File: src/rtl/phy_hs_pkg.sv
package phy_hs_pkg;

    localparam int unsigned HW_W = 16;

    typedef enum logic [3:0] {
        S_IDLE,
        S_ADR_DRV,
        S_ADR_CAP,
        S_ADR_REL,
        S_DAT_DRV,
        S_DAT_CAP,
        S_DAT_REL,
        S_WR_STB,
        S_WR_REL,
        S_RD_STB,
        S_RD_REL
    } seq_e;

    typedef struct packed {
        seq_e             st;
        logic [31:0]      ctrl;
        logic [HW_W-1:0]  addr;
        logic [HW_W-1:0]  wdata;
        logic             wr;
        logic [HW_W-1:0]  rdata;
        logic             busy;
        logic             done;
        logic             err;
    } seq_s;

    // strobes: bit0 capture-address, bit1 capture-data, bit2 write, bit3 read
    function automatic logic [31:0] ctl_word(input logic [HW_W-1:0] payload,
                                             input logic [3:0] strobes);
        return {12'd0, strobes, payload};
    endfunction

    function automatic logic want_high(input seq_e s);
        return (s == S_ADR_CAP) || (s == S_DAT_CAP) || (s == S_WR_STB) || (s == S_RD_STB);
    endfunction

endpackage

File: src/rtl/phy_hs_sync.sv
module phy_hs_sync #(
    parameter int unsigned STAGES = 2
) (
    input  logic clk,
    input  logic rst_n,
    input  logic din,
    output logic dout
);
    logic [STAGES-1:0] sh_d, sh_q;

    always_comb begin
        sh_d = {sh_q[STAGES-2:0], din};
    end

    always_ff @(posedge clk or negedge rst_n) begin
        if (!rst_n) sh_q <= '0;
        else        sh_q <= sh_d;
    end

    assign dout = sh_q[STAGES-1];
endmodule

File: src/rtl/phy_hs_pacer.sv
module phy_hs_pacer #(
    parameter int unsigned WAIT_CYCLES = 50
) (
    input  logic clk,
    input  logic rst_n,
    input  logic restart,
    output logic tick
);
    localparam int unsigned CNT_W = (WAIT_CYCLES > 2) ? $clog2(WAIT_CYCLES) : 1;
    localparam logic [CNT_W-1:0] RELOAD = CNT_W'(WAIT_CYCLES - 1);

    logic [CNT_W-1:0] cnt_d, cnt_q;

    always_comb begin
        if (restart || (cnt_q == '0)) cnt_d = RELOAD;
        else                          cnt_d = cnt_q - 1'b1;
    end

    always_ff @(posedge clk or negedge rst_n) begin
        if (!rst_n) cnt_q <= RELOAD;
        else        cnt_q <= cnt_d;
    end

    assign tick = (cnt_q == '0);


    tick_spacing_chk: assert property (@(posedge clk) disable iff (!rst_n)
        tick |=> !tick);
endmodule

File: src/rtl/phy_hs_master.sv
module phy_hs_master
    import phy_hs_pkg::*;
#(
    parameter int unsigned WAIT_CYCLES = 50,
    parameter int unsigned MAX_POLLS   = 10
) (
    input  logic        clk,
    input  logic        rst_n,
    input  logic        req_valid,
    input  logic        req_write,
    input  logic [15:0] req_addr,
    input  logic [15:0] req_wdata,
    output logic        busy,
    output logic        done,
    output logic        timeout_err,
    output logic [15:0] rd_data,
    output logic [31:0] phy_ctrl,
    input  logic [31:0] phy_stat
);
    localparam int unsigned POLL_W = $clog2(MAX_POLLS + 1);
    localparam logic [POLL_W-1:0] LAST_POLL = POLL_W'(MAX_POLLS - 1);

    seq_s              cur, nx;
    logic [POLL_W-1:0] polls_d, polls_q;
    logic              ack_s, tick, restart;

    logic unused_stat;
    assign unused_stat = ^phy_stat[31:17];

    phy_hs_sync #(.STAGES(2)) u_sync (
        .clk(clk), .rst_n(rst_n), .din(phy_stat[16]), .dout(ack_s)
    );

    phy_hs_pacer #(.WAIT_CYCLES(WAIT_CYCLES)) u_pacer (
        .clk(clk), .rst_n(rst_n), .restart(restart), .tick(tick)
    );

    always_comb begin
        nx      = cur;
        nx.done = 1'b0;
        nx.err  = 1'b0;
        polls_d = polls_q;
        case (cur.st)
            S_IDLE: begin
                if (req_valid) begin
                    nx.busy  = 1'b1;
                    nx.addr  = req_addr;
                    nx.wdata = req_wdata;
                    nx.wr    = req_write;
                    nx.ctrl  = ctl_word(req_addr, 4'b0000);
                    nx.st    = S_ADR_DRV;
                end
            end
            S_ADR_DRV: begin
                nx.ctrl = ctl_word(cur.addr, 4'b0001);
                nx.st   = S_ADR_CAP;
            end
            S_DAT_DRV: begin
                nx.ctrl = ctl_word(cur.wdata, 4'b0010);
                nx.st   = S_DAT_CAP;
            end
            default: begin
                if (tick) begin
                    if (ack_s == want_high(cur.st)) begin
                        polls_d = '0;
                        case (cur.st)
                            S_ADR_CAP: begin
                                nx.ctrl = ctl_word(cur.addr, 4'b0000);
                                nx.st   = S_ADR_REL;
                            end
                            S_ADR_REL: begin
                                if (cur.wr) begin
                                    nx.ctrl = ctl_word(cur.wdata, 4'b0000);
                                    nx.st   = S_DAT_DRV;
                                end else begin
                                    nx.ctrl = ctl_word('0, 4'b1000);
                                    nx.st   = S_RD_STB;
                                end
                            end
                            S_DAT_CAP: begin
                                nx.ctrl = ctl_word(cur.wdata, 4'b0000);
                                nx.st   = S_DAT_REL;
                            end
                            S_DAT_REL: begin
                                nx.ctrl = ctl_word('0, 4'b0100);
                                nx.st   = S_WR_STB;
                            end
                            S_WR_STB: begin
                                nx.ctrl = ctl_word(cur.wdata, 4'b0000);
                                nx.st   = S_WR_REL;
                            end
                            S_RD_STB: begin
                                nx.rdata = phy_stat[15:0];
                                nx.ctrl  = '0;
                                nx.st    = S_RD_REL;
                            end
                            default: begin
                                nx.ctrl = '0;
                                nx.busy = 1'b0;
                                nx.done = 1'b1;
                                nx.st   = S_IDLE;
                            end
                        endcase
                    end else if (polls_q == LAST_POLL) begin
                        polls_d = '0;
                        nx.ctrl = '0;
                        nx.busy = 1'b0;
                        nx.err  = 1'b1;
                        nx.st   = S_IDLE;
                    end else begin
                        polls_d = polls_q + 1'b1;
                    end
                end
            end
        endcase
        restart = (nx.st != cur.st);
    end

    always_ff @(posedge clk or negedge rst_n) begin
        if (!rst_n) begin
            cur     <= '{st: S_IDLE, default: '0};
            polls_q <= '0;
        end else begin
            cur     <= nx;
            polls_q <= polls_d;
        end
    end

    assign busy        = cur.busy;
    assign done        = cur.done;
    assign timeout_err = cur.err;
    assign rd_data     = cur.rdata;
    assign phy_ctrl    = cur.ctrl;


    strobe_onehot_chk: assert property (@(posedge clk) disable iff (!rst_n)
        $onehot0(phy_ctrl[19:16]));

    done_err_excl_chk: assert property (@(posedge clk) disable iff (!rst_n)
        !(done && timeout_err));

    busy_end_chk: assert property (@(posedge clk) disable iff (!rst_n)
        (done || timeout_err) |-> !busy);

    accept_chk: assert property (@(posedge clk) disable iff (!rst_n)
        (!busy && req_valid) |=> busy);

    err_ctrl_zero_chk: assert property (@(posedge clk) disable iff (!rst_n)
        timeout_err |-> (phy_ctrl == 32'd0));

    poll_bound_chk: assert property (@(posedge clk) disable iff (!rst_n)
        polls_q < POLL_W'(MAX_POLLS));

    rdata_hold_chk: assert property (@(posedge clk) disable iff (!rst_n)
        !(cur.st == S_RD_STB && tick && ack_s) |=> $stable(rd_data));
endmodule

File: config.mk
export PLATFORM = sky130hd
export DESIGN_NAME = phy_hs_master
export DESIGN_NICKNAME = d
export VERILOG_FILES = /design/src/rtl/phy_hs_pkg.sv /design/src/rtl/phy_hs_sync.sv /design/src/rtl/phy_hs_pacer.sv /design/src/rtl/phy_hs_master.sv
export SDC_FILE = /design/constraint.sdc
export NUM_CORES = 1
export LEC_CHECK = 0
export ABC_AREA = 0
export BUFFER_PORTS_ARGS = -buffer_cell sky130_fd_sc_hd__buf_2
export CAP_MARGIN = 10
export CORE_MARGIN = 8
export CORE_UTILIZATION = 54
export DETAILED_ROUTE_END_ITERATION = 6
export GPL_TIMING_DRIVEN = 0
export HOLD_SLACK_MARGIN = 0.03
export PLACE_DENSITY = 0.81
export SLEW_MARGIN = 15
export SYNTH_ARGS = -nofsm -noshare
export SYNTH_HDL_FRONTEND = slang
export SYNTH_HIERARCHICAL = 1
export SYNTH_SLANG_ARGS = --single-unit
File: constraint.sdc
create_clock -name clk -period 3.72 [get_ports clk]
set_input_delay 0.372 -clock clk [delete_from_list [all_inputs] [get_ports clk]]
set_output_delay 0.372 -clock clk [all_outputs]
set_load 0.01 [all_outputs]
==> impl_metrics.csv <==
group,metric,value,unit
status,run_status,"finished, final reports clean",
logic_synthesis,synthesis.yosys.warnings,6,
cts,post_cts_resize_count,0,
cells_and_area,number_of_nets_in_the_layout,604,
sta,period_needed,3.340,ns
logic_synthesis,dominantRegCellSynth,"sky130_fd_sc_hd__dfrtp_1",
logic_synthesis,avg_synthesized_cell_area,11.41,um2
cells_and_area,post-route-cell-area,5659,um2
floorplanning,die_width,109.9,um
grt,grt_antenna_before_repair,0,
cells_and_area,fill_cells,680,
cts,clk-insertion-delay-late,0.36,ns
cells_and_area,multi_input_area,2063,um2
pwr,fin_total_pwr,3.580,mW
pwr,leakagePower,2.868,nW
logic_synthesis,async_reset_ff_share,100.0,%
cells_and_area,mostFrequentLayoutCells,"sky130_fd_sc_hd__buf_2, sky130_fd_sc_hd__dfrtp_1, sky130_fd_sc_hd__mux2_1",
cells_and_area,synthToLayoutAreaGrowth,18.93,%
critical_path,startpoint_type,"register",
sta,finClkSkew,0.01450,ns
placed_design,dpl_cell_area,5420,um2
critical_path,max_stage_delay,0.75,ns
sta,setup_viol,0,
sta,slew-limit-headroom,49.95,%
grt,grt_overflow,0,
critical_path,timing.critical_path.cells,"nor4_1 > and2_1 > clkbuf_1 > o311ai_0 > a2111oi_1 > a311oi_4 > buf_6 > mux2_1",
drt,vias_per_cell,5.519,
grt,grt_first_pass_wirelength,18110,um
pwr,power_density_of_the_placed_cells,632.6,nW/um2
drt,via_count,3560,
critical_path,critical_path.max_fanout,10,
cts,cts_setup_buffers,0,
grt,global_route.usage.total,18.96,%
grt,first_global_vias,3714,
logic_synthesis,synth_cell_type_count,58,
sta,worst_pin_slew,0.7451,ns
floorplanning,design.portCount,119,
floorplanning,die_y,109.9,um
cts,clock_tree.htree_level_count,3,
floorplanning,fp-row-count,34,
drt,routedWlPerCell,17.22,um
cells_and_area,diodes,0,
floorplanning,initial_cell_density_of_the_core,55.10,%
cells_and_area,final_common_cell,"sky130_fd_sc_hd__buf_2",
cells_and_area,register_area,2206,um2
logic_synthesis,ys_seq_elements,88,
flow_run,reported_max_cap_violation_count,0,
drt,drtIter0Drc,193,
critical_path,timing.critical_path.slowest_stage_cell,"sky130_fd_sc_hd__a2111oi_1",
logic_synthesis,number_of_enable_flip_flop_cells_after_synthesis,0,
logic_synthesis,yosys.area.top_type_share,44.70,%
critical_path,cp.arrival,3.57,ns
drt,detail_route.first_pass.iterations,4,
sta,totalNegativeSetupSlack,0,ns
critical_path,critical_path_required,3.95,ns
logic_synthesis,synth.largest_area_cell,"sky130_fd_sc_hd__dfrtp_1",
placed_design,place.gp.congestion,0.9193,
critical_path,worstSetupPathType,"register to register",
cts,cts.reportedPaths.clkPinSlew,0.08,ns
placed_design,io_buffers,91,
grt,pin_count_of_the_biggest_net_entering_global_routing,59,
drt,post_detailed_route_drc_marker_count,0,
cells_and_area,final_core_utilization,65.53,%
placed_design,detailed_place_hpwl,8278,um
cts,clock_sinks,88,
floorplanning,design.core.area,8636,um2
critical_path,cp-end-kind,"register",
cts,tritoncts,"built",
drt,wl,11110,um
logic_synthesis,synth_top_cells_by_area,"sky130_fd_sc_hd__dfrtp_1, sky130_fd_sc_hd__mux2_1, sky130_fd_sc_hd__buf_4",
drt,drtAntennaViolNets,0,
sta,report.final.hold_viol_count,0,
sta,unrepaired_setup_endpoints_after_global_routing,"false",
sta,slew_violations,0,
logic_synthesis,synth.cell_area,4758,um2
min_path,timing.hold.worst.class,"primary input to register",
cts,clock_tree.buffer_depth,2,
pwr,worst_ir_drop_vdd,0.3493,mV
logic_synthesis,ys_seq_area_share,46.36,%
cts,numCtsBuffers,9,
logic_synthesis,netlist_instances,417,
sta,highest_attainable_clock_frequency,299.4,MHz
floorplanning,die_area,12070,um2
sta,post-route-period-util,89.80,%
cells_and_area,drive_gt1_share,34.64,%
cts,cts_root_buffer,"sky130_fd_sc_hd__clkbuf_8",
==> per-stage QoR <==
step | instances | setup slack (ns) | hold slack [ns]
floorplan | 428 | 0.9747 | 0.07641
detailed placement | 628 | 0.4306 | 0.3334
finish | 645 | 0.3795 | 0.1214
global placement | 627 | 0.4284 | 0.3360
CTS | 645 | 0.4095 | 0.1149
global route | 645 | 0.1748 | 0.1132
==> report_power, final <==
part           total [mW]  leakage, nW  switching (mW)  internal (mW)
clock network       0.742        0.105           0.343          0.399
logic                1.32         1.63           0.650          0.665
registers            1.52         1.13           0.245           1.28
==> registers in the layout, indices dropped and copies added (netlist names) <==
register and cells:
busy 1, timeout_err 1, cur 37, u_pacer/cnt_q 6, u_sync/sh_q 2, done 1
phy_ctrl 20, polls_q 4, rd_data 16
==> final timing paths <==
check / from / endpoint / slack (ns) / depth (start not counted)
max: u_pacer/cnt_q[3] / phy_ctrl[15] / 0.38 / 8
min: phy_stat[16] / u_sync/sh_q[0] / 0.12 / 1
max reg2reg: u_pacer/cnt_q[3] / phy_ctrl[15] / 0.38 / 8
min reg2reg: u_sync/sh_q[0] / u_sync/sh_q[1] / 0.35 / 0
max in group asynchronous: rst_n / u_pacer/cnt_q[4] / 2.58 / 3
min in group asynchronous: rst_n / cur[22] / 0.48 / 2
==> kinds of logic (layout without fill, tap and decap cells) <==
group | after synthesis | after routing | share of synthesized area (%)
AO/OA/AOI/OAI | 91 | 91 | 15.72
flip-flops | 88 | 88 | 46.36
buffers and inverters | 85 | 194 | 11.15
AND/OR/NAND/NOR | 74 | 74 | 8.388
multiplexers | 67 | 67 | 15.93
XOR/XNOR | 6 | 6 | 1.104
adder cells (fa/ha/maj) | 5 | 5 | 1.262
other | 1 | 12 | 0.07881
==> worst max-delay path, delay by kind of cell (launching register included) <==
kind | cells | cell delay, ns
compound gates | 3 | 1.17
buf+inv | 2 | 0.63
flops | 1 | 0.43
mux | 1 | 0.32
simple gates | 2 | 0.67
==> final cells by class <==
cell class              instances  share of cell area (%)
multi-input cells             255                   36.46
well taps                     108                   2.388
clock inverters                 6                   1.614
repair buffers                 93                   8.755
plain buffers                  75                   8.711
inverters                      10                  0.6633
flip-flops and latches         88                   38.98
clock buffers                  10                   2.432
==> Yosys cell counts, types with 3 or more instances <==
cell                       number
sky130_fd_sc_hd__nand3_1        6
sky130_fd_sc_hd__nor3b_1        4
sky130_fd_sc_hd__buf_4         49
sky130_fd_sc_hd__inv_2          4
sky130_fd_sc_hd__a221o_1       16
sky130_fd_sc_hd__o21ai_0        8
sky130_fd_sc_hd__buf_2         10
sky130_fd_sc_hd__a21oi_1        6
sky130_fd_sc_hd__mux2_2         4
sky130_fd_sc_hd__nor2b_1        6
sky130_fd_sc_hd__dfrtp_1       85
sky130_fd_sc_hd__o21ai_1        3
sky130_fd_sc_hd__dfstp_2        3
sky130_fd_sc_hd__nand2_1       12
sky130_fd_sc_hd__a22o_1        16
sky130_fd_sc_hd__xnor2_1        4
sky130_fd_sc_hd__inv_1          6
sky130_fd_sc_hd__nor3_1         5
sky130_fd_sc_hd__ha_1           4
sky130_fd_sc_hd__a21o_1         3
sky130_fd_sc_hd__clkbuf_1      12
sky130_fd_sc_hd__nor2_1        24
sky130_fd_sc_hd__a32o_1         4
sky130_fd_sc_hd__nor4_1         3
sky130_fd_sc_hd__mux2_1        62
sky130_fd_sc_hd__a22oi_1       16
sky130_fd_sc_hd__and2_1         4
==> layer usage <==
layer,global-route usage [%],wire [um],vias up,part of all wire [%]
li1,-,-,1693,-
met1,24.47,4598,1705,41
met4,8.582,204,0,1.8
met5,0,0,-,0
met2,29.45,5299,142,48
met3,4.689,1005,20,9.0
==> repair_timing <==
| item | in CTS | in global routing |
|---|---|---|
| hold endpoints to repair | 30 | 0 |
| hold buffers | 1 | 0 |
| endpoints found under the setup margin | 0 | 0 |
No activity file was read; power rests on OpenSTA's default activity.
